===== src/rtl/memwatch_pkg.sv =====
package memwatch_pkg;
  localparam int OFF_W = 3;

  typedef enum logic [OFF_W-1:0] {
    U_LO    = 3'd0,
    U_HI    = 3'd1,
    U_OPS   = 3'd2,
    U_CMASK = 3'd3,
    U_ACK   = 3'd4,
    U_CADDR = 3'd5,
    U_CINFO = 3'd6,
    U_CCLI  = 3'd7
  } unit_off_e;

  typedef enum logic [OFF_W-1:0] {
    G_MASK = 3'd0,
    G_RAW  = 3'd1,
    G_MSK  = 3'd2,
    G_ACK  = 3'd3
  } glob_off_e;

  localparam int OP_RD_BIT     = 0;
  localparam int OP_WR_BIT     = 1;
  localparam int INFO_OP_BIT   = 8;
  localparam int INFO_SIZE_LSB = 16;
endpackage


===== src/rtl/wp_match.sv =====
module wp_match #(
  parameter int ADDR_W  = 32,
  parameter int NCLIENT = 16,
  parameter int CIDX_W  = $clog2(NCLIENT)
) (
  input  logic               valid_i,
  input  logic [ADDR_W-1:0]  addr_i,
  input  logic [CIDX_W-1:0]  client_i,
  input  logic               write_i,
  input  logic [ADDR_W-1:0]  lo_i,
  input  logic [ADDR_W-1:0]  hi_i,
  input  logic [1:0]         ops_i,
  input  logic [NCLIENT-1:0] cmask_i,
  output logic               match_o
);
  import memwatch_pkg::*;

  logic in_range, cli_ok, op_ok;

  always_comb begin
    in_range = (addr_i >= lo_i) && (addr_i < hi_i);
    cli_ok   = cmask_i[client_i];
    op_ok    = write_i ? ops_i[OP_WR_BIT] : ops_i[OP_RD_BIT];
    match_o  = valid_i && in_range && cli_ok && op_ok;
  end
endmodule


===== src/rtl/wp_unit.sv =====
module wp_unit #(
  parameter int ADDR_W  = 32,
  parameter int NCLIENT = 16,
  parameter int CIDX_W  = $clog2(NCLIENT),
  parameter int SIZE_W  = 4,
  parameter int DATA_W  = 32
) (
  input  logic                              clk,
  input  logic                              rst,
  input  logic                              acc_valid,
  input  logic [ADDR_W-1:0]                 acc_addr,
  input  logic [CIDX_W-1:0]                 acc_client,
  input  logic                              acc_write,
  input  logic [SIZE_W-1:0]                 acc_size,
  input  logic                              cfg_we,
  input  logic [memwatch_pkg::OFF_W-1:0]    cfg_off,
  input  logic [DATA_W-1:0]                 cfg_wdata,
  input  logic                              ack_ext,
  output logic [DATA_W-1:0]                 rdata_o,
  output logic                              hit_o
);
  import memwatch_pkg::*;

  logic [ADDR_W-1:0]  lo_q, hi_q, cap_addr_q;
  logic [1:0]         ops_q;
  logic [NCLIENT-1:0] cmask_q, cap_cli_q, cli_bit;
  logic               hit_q, cap_wr_q, match, ack_now;
  logic [SIZE_W-1:0]  cap_size_q;
  logic [CIDX_W-1:0]  cap_first_q;

  wp_match #(.ADDR_W(ADDR_W), .NCLIENT(NCLIENT), .CIDX_W(CIDX_W)) u_match (
    .valid_i (acc_valid),
    .addr_i  (acc_addr),
    .client_i(acc_client),
    .write_i (acc_write),
    .lo_i    (lo_q),
    .hi_i    (hi_q),
    .ops_i   (ops_q),
    .cmask_i (cmask_q),
    .match_o (match)
  );

  assign cli_bit = NCLIENT'(1) << acc_client;
  assign ack_now = ack_ext || (cfg_we && (cfg_off == U_ACK));

  always_ff @(posedge clk) begin
    if (rst) begin
      lo_q        <= '0;
      hi_q        <= '0;
      ops_q       <= '0;
      cmask_q     <= '0;
      hit_q       <= 1'b0;
      cap_addr_q  <= '0;
      cap_wr_q    <= 1'b0;
      cap_size_q  <= '0;
      cap_first_q <= '0;
      cap_cli_q   <= '0;
    end else begin
      if (cfg_we) begin
        case (cfg_off)
          U_LO:    lo_q    <= cfg_wdata[ADDR_W-1:0];
          U_HI:    hi_q    <= cfg_wdata[ADDR_W-1:0];
          U_OPS:   ops_q   <= cfg_wdata[1:0];
          U_CMASK: cmask_q <= cfg_wdata[NCLIENT-1:0];
          default: ;
        endcase
      end
      if (match) begin
        if (!hit_q || ack_now) begin
          hit_q       <= 1'b1;
          cap_addr_q  <= acc_addr;
          cap_wr_q    <= acc_write;
          cap_size_q  <= acc_size;
          cap_first_q <= acc_client;
          cap_cli_q   <= cli_bit;
        end else begin
          cap_cli_q   <= cap_cli_q | cli_bit;
        end
      end else if (ack_now) begin
        hit_q     <= 1'b0;
        cap_cli_q <= '0;
      end
    end
  end

  always_comb begin
    rdata_o = '0;
    case (cfg_off)
      U_LO:    rdata_o[ADDR_W-1:0]  = lo_q;
      U_HI:    rdata_o[ADDR_W-1:0]  = hi_q;
      U_OPS:   rdata_o[1:0]         = ops_q;
      U_CMASK: rdata_o[NCLIENT-1:0] = cmask_q;
      U_ACK:   rdata_o[0]           = hit_q;
      U_CADDR: rdata_o[ADDR_W-1:0]  = cap_addr_q;
      U_CINFO: begin
        rdata_o[CIDX_W-1:0]                    = cap_first_q;
        rdata_o[INFO_OP_BIT]                   = cap_wr_q;
        rdata_o[INFO_SIZE_LSB +: SIZE_W]       = cap_size_q;
      end
      U_CCLI:  rdata_o[NCLIENT-1:0] = cap_cli_q;
      default: rdata_o = '0;
    endcase
  end

  assign hit_o = hit_q;

  // a set hit flag always carries at least one client in its record
  a_r5_record_nonempty: assert property (@(posedge clk) disable iff (rst)
    hit_q |-> (cap_cli_q != '0));

  // captured address stays put while the unit holds a hit
  a_r6_addr_frozen: assert property (@(posedge clk) disable iff (rst)
    (hit_q && !ack_now) |=> $stable(cap_addr_q) && $stable(cap_first_q));

  // client record only gains bits while held
  a_r6_clients_grow: assert property (@(posedge clk) disable iff (rst)
    (hit_q && !ack_now) |=> ((cap_cli_q & $past(cap_cli_q)) == $past(cap_cli_q)));

  // a clear without a simultaneous match drops the hit flag
  a_r7_ack_clears: assert property (@(posedge clk) disable iff (rst)
    (ack_now && !match) |=> !hit_q && (cap_cli_q == '0));

  // no valid access and no clear leaves the hit state untouched
  a_r12_idle_no_change: assert property (@(posedge clk) disable iff (rst)
    (!acc_valid && !ack_now) |=> $stable(hit_q) && $stable(cap_cli_q));
endmodule


===== src/rtl/wp_csr.sv =====
module wp_csr #(
  parameter int NUM_UNITS = 4,
  parameter int DATA_W    = 32,
  parameter int PAGE_W    = 3
) (
  input  logic                          clk,
  input  logic                          rst,
  input  logic                          reg_we,
  input  logic [PAGE_W-1:0]             page_i,
  input  logic [memwatch_pkg::OFF_W-1:0] off_i,
  input  logic [NUM_UNITS-1:0]          wbits_i,
  input  logic [NUM_UNITS-1:0]          hit_i,
  input  logic [NUM_UNITS*DATA_W-1:0]   unit_rdata_i,
  output logic [NUM_UNITS-1:0]          gack_o,
  output logic [DATA_W-1:0]             rdata_o,
  output logic                          irq_o
);
  import memwatch_pkg::*;

  localparam logic [PAGE_W-1:0] GPAGE = PAGE_W'(NUM_UNITS);

  logic [NUM_UNITS-1:0] mask_q, masked;
  logic [DATA_W-1:0]    rd_next;
  logic                 gsel;

  assign gsel   = (page_i == GPAGE);
  assign gack_o = (reg_we && gsel && (off_i == G_ACK)) ? wbits_i : '0;
  assign masked = hit_i & mask_q;

  always_comb begin
    rd_next = '0;
    if (gsel) begin
      case (off_i)
        G_MASK:  rd_next[NUM_UNITS-1:0] = mask_q;
        G_RAW:   rd_next[NUM_UNITS-1:0] = hit_i;
        G_MSK:   rd_next[NUM_UNITS-1:0] = masked;
        default: rd_next = '0;
      endcase
    end else begin
      for (int i = 0; i < NUM_UNITS; i++) begin
        if (page_i == PAGE_W'(i)) rd_next = unit_rdata_i[i*DATA_W +: DATA_W];
      end
    end
  end

  always_ff @(posedge clk) begin
    if (rst) begin
      mask_q  <= '0;
      rdata_o <= '0;
      irq_o   <= 1'b0;
    end else begin
      if (reg_we && gsel && (off_i == G_MASK)) mask_q <= wbits_i;
      rdata_o <= rd_next;
      irq_o   <= |masked;
    end
  end

  // an enabled hit drives the interrupt on the next edge
  a_r9_irq_set: assert property (@(posedge clk) disable iff (rst)
    (|(hit_i & mask_q)) |=> irq_o);

  // with no enabled hit the interrupt is low on the next edge
  a_r9_irq_clear: assert property (@(posedge clk) disable iff (rst)
    !(|(hit_i & mask_q)) |=> !irq_o);
endmodule


===== src/rtl/memwatch.sv =====
module memwatch #(
  parameter int NUM_UNITS = 4,
  parameter int ADDR_W    = 32,
  parameter int NCLIENT   = 16,
  parameter int CIDX_W    = $clog2(NCLIENT),
  parameter int SIZE_W    = 4,
  parameter int DATA_W    = 32,
  parameter int PAGE_W    = $clog2(NUM_UNITS + 1),
  parameter int RADDR_W   = PAGE_W + memwatch_pkg::OFF_W
) (
  input  logic               clk,
  input  logic               rst,
  input  logic               acc_valid,
  input  logic [ADDR_W-1:0]  acc_addr,
  input  logic [CIDX_W-1:0]  acc_client,
  input  logic               acc_write,
  input  logic [SIZE_W-1:0]  acc_size,
  input  logic               reg_we,
  input  logic [RADDR_W-1:0] reg_addr,
  input  logic [DATA_W-1:0]  reg_wdata,
  output logic [DATA_W-1:0]  reg_rdata,
  output logic               irq
);
  import memwatch_pkg::*;

  logic [PAGE_W-1:0]           page;
  logic [OFF_W-1:0]            off;
  logic [NUM_UNITS-1:0]        hits, gack;
  logic [NUM_UNITS*DATA_W-1:0] unit_rdata;

  assign page = reg_addr[RADDR_W-1:OFF_W];
  assign off  = reg_addr[OFF_W-1:0];

  for (genvar u = 0; u < NUM_UNITS; u++) begin : g_unit
    logic we_u;
    assign we_u = reg_we && (page == PAGE_W'(u));
    wp_unit #(
      .ADDR_W(ADDR_W), .NCLIENT(NCLIENT), .CIDX_W(CIDX_W),
      .SIZE_W(SIZE_W), .DATA_W(DATA_W)
    ) u_unit (
      .clk       (clk),
      .rst       (rst),
      .acc_valid (acc_valid),
      .acc_addr  (acc_addr),
      .acc_client(acc_client),
      .acc_write (acc_write),
      .acc_size  (acc_size),
      .cfg_we    (we_u),
      .cfg_off   (off),
      .cfg_wdata (reg_wdata),
      .ack_ext   (gack[u]),
      .rdata_o   (unit_rdata[u*DATA_W +: DATA_W]),
      .hit_o     (hits[u])
    );
  end

  wp_csr #(.NUM_UNITS(NUM_UNITS), .DATA_W(DATA_W), .PAGE_W(PAGE_W)) u_csr (
    .clk         (clk),
    .rst         (rst),
    .reg_we      (reg_we),
    .page_i      (page),
    .off_i       (off),
    .wbits_i     (reg_wdata[NUM_UNITS-1:0]),
    .hit_i       (hits),
    .unit_rdata_i(unit_rdata),
    .gack_o      (gack),
    .rdata_o     (reg_rdata),
    .irq_o       (irq)
  );
endmodule


===== config.mk =====
export PLATFORM = sky130hd
export DESIGN_NAME = memwatch
export DESIGN_NICKNAME = d
export VERILOG_FILES = /design/src/rtl/memwatch_pkg.sv /design/src/rtl/wp_match.sv /design/src/rtl/wp_unit.sv /design/src/rtl/wp_csr.sv /design/src/rtl/memwatch.sv
export SDC_FILE = /design/constraint.sdc
export NUM_CORES = 2
export LEC_CHECK = 0
export BUFFER_PORTS_ARGS = -buffer_cell sky130_fd_sc_hd__buf_2
export CAP_MARGIN = 30
export CORE_MARGIN = 8
export CORE_UTILIZATION = 63
export DETAILED_ROUTE_END_ITERATION = 8
export PLACE_DENSITY = 0.81
export RECOVER_POWER = 100
export SLEW_MARGIN = 10
export SYNTH_ARGS = -nofsm -noshare
export SYNTH_HDL_FRONTEND = slang
export SYNTH_SLANG_ARGS = --single-unit

===== constraint.sdc =====
create_clock -name clk -period 3.7 [get_ports clk]
set_clock_uncertainty 0.2 [all_clocks]
set_input_delay 0.74 -clock clk [delete_from_list [all_inputs] [get_ports clk]]
set_output_delay 0.74 -clock clk [all_outputs]
set_load 0.02 [all_outputs]

==> key figures <==
Run status
  • Status: complete, but fails checks
  • Failing checks: capacitance limit, slew limit, setup timing

GRT
  • First-pass GRT wire length: roughly 210,000 um
  • Initial antenna violation count: 13
  • GRT Overall Usage: approximately 46%
  • Vias in the first global route: ~32,000
  • Pin count of the biggest net entering global routing: 166
  • Grt total ovfl: 0

Floorplan
  • Core area: 51,000 um2
  • Initial Util: between 60% and 70%
  • Die Height: between 200 and 250 um
  • Row Count: between 80 and 90
  • Die W: between 200 and 250 um
  • Die area: ~60,000 um2
  • IO Pins: ~120

Critical path
  • Class of the most critical setup path: primary input to register
  • Slowest-stage cell, CP: clkbuf_1
  • Crit Path Max Fanout: 20
  • CP Cell Sequence: buf_2 > buf_2 > nor3_1 > and2_0 > clkbuf_1 > nand2_1 > clkbuf_1 > nand2_1 > a21oi_1
  • Crit path largest cell delay: ~1.2 ns
  • Worst path required time: about 4 ns
  • Worst Setup End Kind: register
  • Worst reg2reg path depth: 10
  • Arr. time, crit path: between 4 and 5 ns
  • Startpoint Class: primary input

Detailed routing
  • Via count of the routed design: between 30,000 and 40,000
  • Top routing layer in use: met5
  • Met1 WL: 48,200 um
  • Drt first pass iters: 7
  • Residual DRC: 0
  • WL/cell: a little under 30 um
  • Met2 wire len: about 58,000 um
  • Post-DRT Antenna Nets: 0
  • Initial DRC Count: between 5,000 and 6,000
  • Met3 routed WL: 19,600 um
  • Post-DR vias/cell: between 6 and 7
  • WL final: about 140,000 um

Job
  • Max_cap viols: 1

Timing
  • Setup TNS: -0.405 ns
  • Max_slew headroom: -12.0%
  • RSZ-0062 raised after global routing: no
  • Tmin final: around 3.8 ns
  • # setup viols final: 28
  • Tcrit/Tclk final: 102%
  • Slew @ Worst Pin: around 1.7 ns
  • WHS: roughly 0.21 ns
  • Setup WS post-layout: -0.0643 ns
  • Max Fclk: about 270 MHz
  • Final hold vios: 0
  • Final Max Tran Viols: 21

Logic synthesis
  • Syn Nets: 4,322
  • #FFs+latches synth: around 600
  • Synth area leader: dfxtp_1
  • Syn avg cell area: 8.10 um2
  • Dominant synthesized flop cell: dfxtp_1
  • Top post-synthesis cells by area: dfxtp_1 37%, nand2_1 11%, ha_1 9.8%
  • Netlist Area Pre-Place: around 32,000 um2
  • Post-synth ARST share: 0%
  • Ys Warns: 0
  • Count of cell types in the netlist: 80
  • Post-synth top area share: between 30% and 40%
  • Post-synth EDFFs: 0
  • Sequential area share after synthesis: a little under two fifths
  • Cell count after synthesis: approximately 4,000

Place
  • DP Wirelength: roughly 100,000 um
  • Placer congestion estimate: approximately 1.1
  • Placement Cell Area: 34,900 um2
  • PortBufs: between 100 and 150

Clocking
  • Clk buf depth: 3
  • Num CTS Buffers: 66
  • Root Buffer: clkbuf_16
  • H-tree levels: 3
  • Clock-pin slew on the worst setup and hold paths: 0.06 ns
  • CTS sink count: just under 600
  • Resized cells post-CTS: 0
  • Clock tree from TritonCTS: built
  • Post-CTS Setup Bufs: 0
  • CTS Hold Bufs: 0
  • Worst-skew pair later-pin latency: roughly 0.62 ns

Power
  • Power Density: roughly 400 nW/um2
  • Peak VDD IR: 0.000497 V
  • Flop pwr share: a little over two fifths
  • Sw Ratio: a little over a quarter
  • Comb power frac: 10.5%
  • Leakage: roughly 14 nW
  • Clock group share of total power: 45.8%
  • Sw power: approximately 3.9 mW
  • P_int: between 10 and 15 mW

Worst hold path
  • Hold Path Class: primary input to register
  • Hold-critical path depth: 2

Cells and area
  • Layout cells sized above 1: 12.3%
  • Layout Cell Area excl Fill: between 30,000 and 40,000 um2
  • Area Overhead vs Synth: 14.0%
  • Final #Nets: roughly 4,500
  • Final core occ: between 70% and 80%
-- cells by family after synthesis --
| kind of cell | synth area share (%) |
|---|---|
| compound gates | 20.8 |
| fa+ha+maj | 9.77 |
| buf+inv | 7.06 |
| mux | 9.01 |
| flops | 37.0 |
| simple gates | 16.3 |
-- power groups by stage --
stage          clock network [mW]  logic [mW]  registers [mW]
2_1_floorplan                   0       0.752            6.61
3_3_place_gp                    0        1.47            6.61
3_5_place_dp                    0        1.47            6.61
4_1_cts                      6.72        1.48            6.47
5_1_grt                      6.98        1.59            6.47
6_report                     6.76        1.55            6.47
-- worst paths after layout --
kind                              from                               to  slack [ns]
max                        reg_addr[4]     g_unit[0].u_unit.cmask_q[10]       -0.06
min                                rst      g_unit[1].u_unit.cmask_q[0]        0.21
max reg2reg   g_unit[3].u_unit.lo_q[1]  g_unit[3].u_unit.cap_addr_q[28]       -0.01
min reg2reg  g_unit[1].u_unit.hi_q[23]        g_unit[1].u_unit.hi_q[23]        0.25
-- metal layers --
| metal | vias up | global-route usage, % |
|---|---|---|
| met5 | - | 0 |
| met4 | 2 | 40.5 |
| met3 | 886 | 13.9 |
| met2 | 2772 | 67.7 |
| met1 | 15300 | 54.4 |
| li1 | 14300 | - |
-- stage by stage --
step | power (mW) | instances | worst slack [ns]
final | 14.8 | 4871 | -0.0643
after global routing | 15.0 | 4868 | 0.0148
after CTS | 14.7 | 4858 | 0.125
after detailed placement | 8.08 | 4743 | -0.436
after global placement | 8.08 | 4743 | -0.414
after floorplan | 7.36 | 3987 | 0.353
-- worst max-delay path, delay by kind of cell --
kind / cells / cell delay [ns]
and+or+nand+nor: 4 / 0.87
AOI/OAI and AO/OA: 1 / 0.09
buffers and inverters: 4 / 2.33
-- final cells by class --
type	instances	area, um2
Antenna cell	13	32.5
Clock buffer	95	1960
Clock inverter	20	218
Fill cell	4116	14200
Inverter	267	1010
Multi-Input combinational cell	2820	18100
Sequential cell	597	12000
Tap cell	680	851
Timing Repair Buffer	379	2660
-- synthesized netlist by cell type (all sizes together) (27+ instances only) --
cell type,instances
inv,267
nand4,29
mux4,49
o22ai,30
a22oi,79
a21oi,498
a221oi,29
nand3,60
mux2i,168
nand2,935
clkbuf,247
nor4,27
nor2,117
ha,252
dfxtp,597
o21ai,154
a22o,40
o211ai,50
buf,56
-- layout by cell type (no fill, tap or decap), types with 11 or more instances in the layout --
| cell type | Yosys | final |
|---|---|---|
| o21ai_0 | 151 | 151 |
| o2bb2ai_1 | 21 | 21 |
| inv_1 | 267 | 266 |
| buf_12 | 1 | 20 |
| o211ai_1 | 50 | 50 |
| nand2b_1 | 14 | 14 |
| nand3_1 | 60 | 55 |
| a21oi_1 | 498 | 498 |
| a22oi_1 | 79 | 79 |
| nor3_1 | 21 | 20 |
| nor4_1 | 27 | 27 |
| and4_1 | 11 | 11 |
| a2bb2o_1 | 17 | 17 |
| nand4_1 | 29 | 29 |
| clkbuf_2 | 15 | 16 |
| clkbuf_1 | 231 | 72 |
| nor2_1 | 117 | 112 |
| nand2_1 | 935 | 935 |
| mux4_2 | 46 | 46 |
| clkinv_2 | 0 | 11 |
| buf_2 | 26 | 79 |
| mux2i_1 | 168 | 168 |
| a211oi_1 | 13 | 13 |
| ha_1 | 252 | 252 |
| nor2b_1 | 16 | 14 |
| a32o_1 | 16 | 16 |
| dfxtp_1 | 597 | 597 |
| clkbuf_16 | 0 | 71 |
| a221oi_1 | 29 | 29 |
| a21o_1 | 24 | 24 |
| buf_4 | 6 | 198 |
| o22ai_1 | 30 | 30 |
| a22o_1 | 40 | 40 |
| diode_2 | 0 | 13 |
-- registers in the layout, summed over array words and instances, names as in the netlist --
name and count:
g_unit.u_unit.hi_q 128, g_unit.u_unit.hit_o 4, g_unit.u_unit.cmask_q 64, g_unit.u_unit.cap_first_q 16, u_csr.irq_o 1, g_unit.u_unit.cap_cli_q 64
g_unit.u_unit.cap_size_q 16, g_unit.u_unit.cap_wr_q 4, u_csr.rdata_o 32, g_unit.u_unit.lo_q 128, u_csr.mask_q 4, g_unit.u_unit.cap_addr_q 128
g_unit.u_unit.ops_q 8
(Power assumes the default switching activity.)
